File: src/rtl/toggle_chk_pkg.sv
package toggle_chk_pkg;

  // Strobes from control to the toggle/inhibit store
  typedef struct packed {
    logic flip;     // invert toggle of the packet's endpoint
    logic clear;    // force toggle of cfgEp to DATA0
    logic inhWr;    // write inhibit bit of cfgEp
    logic inhVal;   // value for the inhibit write
  } togCmd_t;

  localparam logic PID_DATA0 = 1'b0;
  localparam logic PID_DATA1 = 1'b1;

endpackage

File: src/rtl/toggle_chk_dp.sv
module toggle_chk_dp
  import toggle_chk_pkg::*;
#(
  parameter int NUM_EP = 16,
  parameter int EP_W   = (NUM_EP > 1) ? $clog2(NUM_EP) : 1
) (
  input  logic            clk,
  input  logic            rst_n,
  input  logic [EP_W-1:0] pktEp,
  input  logic [EP_W-1:0] cfgEp,
  input  togCmd_t         cmd,
  output logic            curTog,
  output logic            curInh
);

  logic [NUM_EP-1:0] togVec;
  logic [NUM_EP-1:0] inhVec;

  for (genvar i = 0; i < NUM_EP; i++) begin : g_ep
    logic hitPkt;
    logic hitCfg;
    assign hitPkt = (pktEp == EP_W'(i));
    assign hitCfg = (cfgEp == EP_W'(i));

    always_ff @(posedge clk) begin
      if (!rst_n) begin
        togVec[i] <= PID_DATA0;
      end else if (cmd.clear && hitCfg) begin
        togVec[i] <= PID_DATA0;
      end else if (cmd.flip && hitPkt) begin
        togVec[i] <= ~togVec[i];
      end
    end

    always_ff @(posedge clk) begin
      if (!rst_n) begin
        inhVec[i] <= 1'b0;
      end else if (cmd.inhWr && hitCfg) begin
        inhVec[i] <= cmd.inhVal;
      end
    end
  end

  logic epInRange;
  assign epInRange = (32'(pktEp) < NUM_EP);

  always_comb begin
    curTog = 1'b0;
    curInh = 1'b0;
    if (epInRange) begin
      curTog = togVec[pktEp];
      curInh = inhVec[pktEp];
    end
  end

endmodule

File: config.mk
export PLATFORM = sky130hd
export DESIGN_NAME = toggle_chk_dp
export DESIGN_NICKNAME = d
export VERILOG_FILES = /design/src/rtl/toggle_chk_pkg.sv /design/src/rtl/toggle_chk_dp.sv
export SDC_FILE = /design/constraint.sdc
export NUM_CORES = 1
export LEC_CHECK = 0
export ABC_CLOCK_PERIOD_IN_PS = 1600
export BUFFER_PORTS_ARGS = -buffer_cell sky130_fd_sc_hd__buf_2
export CAP_MARGIN = 20
export CORE_MARGIN = 5
export CORE_UTILIZATION = 63
export DETAILED_ROUTE_END_ITERATION = 8
export HOLD_SLACK_MARGIN = 0.1
export PLACE_DENSITY = 0.8
export SYNTH_ARGS = -nofsm -noshare
export SYNTH_HDL_FRONTEND = slang
export SYNTH_SLANG_ARGS = --single-unit
File: constraint.sdc
create_clock -name clk -period 1.6 [get_ports clk]
set_input_delay 0.08 -clock clk [delete_from_list [all_inputs] [get_ports clk]]
set_output_delay 0.08 -clock clk [all_outputs]
set_load 0.01 [all_outputs]
==> load_flow_metrics.sql <==
INSERT INTO impl_metrics (metric_group, metric, value, unit) VALUES
('synth', 'synth_fp_nets', '217', ''),
('synth', 'synth.yosys.warnings', '0', ''),
('die', 'die_w', '63.0', 'um'),
('sta', 'finalClockSkew', '0', 'ns'),
('global_routing', 'maximum_number_of_pins_on_one_net_before_global_route_repair', '33', ''),
('clock_network', 'postCtsSetupRepairBufs', '0', ''),
('power', 'switching_share', '26.2', '%'),
('synth', 'syn-instance-count', '203', ''),
('place', 'gpl.final_weighted_congestion', '0.868', ''),
('place', 'detailedPlace.worstSlack', '0.135', 'ns'),
('synth', 'synthAdderAreaFrac', '0', '%'),
('power', 'power-per-cell-area', '803', 'mW/mm2'),
('global_routing', 'antenna_violations_before_repair', '0', ''),
('synth', 'synth_largest_type_area_fraction', '36.2', '%'),
('power', 'p_leak', '0.723', 'nW'),
('clock_network', 'cts_tree', 'built', ''),
('sta', 'drv_slew', '0', ''),
('clock_network', 'tritoncts.num_buffers', '5', ''),
('power', 'power.switching', '400', 'uW'),
('layout', 'num_antenna_cells', '0', ''),
('place', 'portBuffers', '15', ''),
('sta', 'grt_setup_unrepaired', 'true', ''),
('routing', 'avg_wl_per_cell', '16.8', 'um'),
('routing', 'dr.pass1.iters', '4', ''),
('global_routing', 'globalRouteOverflowTotal', '0', ''),
('power', 'sequentialPowerShare', '53.6', '%'),
('routing', 'topRoutingLayerUsed', 'met4', ''),
('sta', 'finalWorstPathRequiredPeriod', '1.60', 'ns'),
('routing', 'detailedRoute.firstIterationViolations', '138', ''),
('power', 'part_of_the_power_in_combinational_logic', '12.2', '%'),
('setup_path', 'cp_max_fo', '2', ''),
('run', 'drv_cap', '0', ''),
('global_routing', 'gr-usage-all-layers', '20.3', '%'),
('routing', 'met2_wire_length', '2030', 'um'),
('power', 'internal_power', '1.13', 'mW'),
('setup_path', 'arrival', '1.52', 'ns'),
('routing', 'wl_met3', '206', 'um'),
('power', 'clock_power_share', '34.2', '%'),
('synth', 'netlist_area', '0.00177', 'mm2'),
('synth', 'synth-xor-area-share', '0', '%'),
('die', 'rows', '19', ''),
('synth', 'synthTopCellsByArea', 'dfxtp_1, o21ai_0, mux4_1', ''),
('die', 'die_area', '0.00397', 'mm2'),
('sta', 'worst_pin_slew', '0.622', 'ns'),
('synth', 'synth.avg_cell_area', '8.73', 'um2'),
('sta', 'final.setup.worst_slack', '0.00162', 'ns'),
('sta', 'finalHoldViolCount', '0', ''),
('setup_path', 'worst-r2r-cell-count', '2', ''),
('synth', 'post-synth-top-area-cell', 'dfxtp_1', ''),
('clock_network', 'library_cell_used_as_clock_root_buffer', 'clkbuf_4', ''),
('setup_path', 'critical_path_required', '1.52', 'ns'),
('worst_hold_path', 'hold_class', 'input pin to flip-flop', ''),
('setup_path', 'worst_setup_path_end_kind', 'output port', ''),
('layout', 'post_route_cells_drive_above_1_share', '19.5', '%'),
('run_status', 'outcome', 'complete, no violations', ''),
('routing', 'met1_length', '1760', 'um'),
('sta', 'timing.max_slew.rel_slack', '58.4', '%'),
('layout', 'area.growth.synth_to_final', '7.34', '%'),
('place', 'dp_hpwl', '2820', 'um'),
('routing', 'viasPerCell', '6.54', ''),
('clock_network', 'clk_path_buf_depth', '2', ''),
('synth', 'synthSimpleGateAreaFrac', '25.9', '%'),
('clock_network', 'worst_setup_hold_path_clk_slew', '0.09', 'ns'),
('die', 'core', '0.00273', 'mm2'),
('die', 'chipHeight', '63.0', 'um'),
('setup_path', 'worst_setup_path_start_kind', 'flip-flop', ''),
('worst_hold_path', 'holdPathStages', '3', ''),
('synth', 'synth.yosys.seq_area_share', '36.2', '%'),
('layout', 'final-instance-count-excl-fill', '241', ''),
('place', 'placed_cells_incl_taps', '233', ''),
('clock_network', 'clk-insertion-delay-late', '0.33', 'ns');
==> worst paths after layout <==
| path | start | to | slack, ns |
|---|---|---|---|
| hold / removal | cfgEp[1] | inhVec[11]$_SDFFE_PN0P_ | 0.11 |
| hold reg to reg | inhVec[15]$_SDFFE_PN0P_ | inhVec[15]$_SDFFE_PN0P_ | 0.49 |
| setup reg to reg | togVec[14]$_SDFFE_PP0P_ | togVec[14]$_SDFFE_PP0P_ | 0.84 |
| setup / recovery | inhVec[8]$_SDFFE_PN0P_ | curInh | 0.002 |
==> metal layers <==
layer | global-route usage (%) | vias up
li1 | - | 779
met1 | 24.2 | 749
met2 | 35.3 | 44
met3 | 3.78 | 5
met4 | 7.96 | 0
met5 | 0 | -
==> Yosys cell counts <==
library cell / instances
dfxtp_1: 32
o21ai_0: 32
and3_1: 18
a21boi_0: 16
a21oi_1: 16
clkbuf_1: 16
nor3_1: 16
nand3_1: 14
mux4_1: 6
a22oi_1: 4
and3b_1: 4
nand3b_1: 4
nand4_1: 4
nor2b_1: 4
nand2_1: 3
mux4_2: 2
nand2b_1: 2
nor2_1: 2
or3b_2: 2
and2_1: 1
buf_4: 1
buf_6: 1
nor3b_1: 1
nor3b_2: 1
or2_2: 1
==> timing repair <==
| action | in CTS | in global routing |
|---|---|---|
| hold endpoints to repair | 1 | 0 |
| setup endpoints to repair | 2 | 2 |
| resized for setup | 7 | 4 |
| pin swaps | 2 | 0 |
| hold buffers | 1 | 0 |
==> state kept, by name, indices dropped and copies added (netlist names) <==
signal  flops
inhVec     16
togVec     16
==> layout by cell type (no fill, tap or decap), types with 2 or more instances in the layout <==
| cell type | Yosys | layout |
|---|---|---|
| or3b_2 | 2 | 2 |
| nand4_1 | 4 | 4 |
| and3_1 | 18 | 18 |
| dfxtp_2 | 0 | 4 |
| buf_2 | 0 | 15 |
| nand2_1 | 3 | 3 |
| clkbuf_4 | 0 | 5 |
| nor2b_1 | 4 | 4 |
| nand3_1 | 14 | 14 |
| a21oi_1 | 16 | 16 |
| mux4_1 | 6 | 2 |
| buf_4 | 1 | 2 |
| nand3b_1 | 4 | 4 |
| a21boi_0 | 16 | 16 |
| dfxtp_1 | 32 | 28 |
| nor2_1 | 2 | 2 |
| and3b_1 | 4 | 4 |
| mux4_2 | 2 | 6 |
| nand2b_1 | 2 | 2 |
| clkbuf_8 | 0 | 2 |
| o21ai_0 | 32 | 32 |
| a22oi_2 | 0 | 3 |
| nor3_1 | 16 | 16 |
==> power groups by stage <==
stage / combinational [mW] / clock [mW] / sequential, mW
after floorplan: 0.131 / 0 / 0.833
after global placement: 0.172 / 0 / 0.836
after detailed placement: 0.178 / 0 / 0.836
after CTS: 0.183 / 0.525 / 0.818
after global routing: 0.205 / 0.566 / 0.820
final: 0.186 / 0.522 / 0.819
==> layout make-up <==
| class | count | area [um2] | share of cell area, % |
|---|---|---|---|
| flip-flops and latches | 32 | 646 | 33.9 |
| well taps | 31 | 38.8 | 2.04 |
| clock buffers | 7 | 65.1 | 3.42 |
| multi-input cells | 153 | 1050 | 55.3 |
| repair buffers | 18 | 100 | 5.26 |
==> logic make-up (layout without fill, tap and decap cells) <==
kind of cell | Yosys count | after routing
flops | 32 | 32
compound gates | 68 | 68
buf+inv | 18 | 25
mux | 8 | 8
simple gates | 77 | 77
==> through the flow <==
stage / utilization [%] / hold WS, ns / setup TNS [ns] / area, um2 / total power [mW]
floorplan: - / 0.221 / 0 / 1770 / 0.964
global placement: 66.6 / 0.444 / 0 / 1820 / 1.01
detailed placement: 66.6 / 0.454 / 0 / 1820 / 1.01
CTS: 69.2 / 0.104 / 0 / 1890 / 1.53
global route: 69.6 / 0.129 / -0.0806 / 1900 / 1.59
finish: 69.6 / 0.110 / 0 / 1900 / 1.53
==> critical path, stage by stage, from the launching register on <==
cell and delay, ns:
dfxtp_1 0.33, mux4_2 0.46, a22oi_2 0.18, nand2_1 0.07
buf_2 0.14
Power figures use the tool's default switching activity.
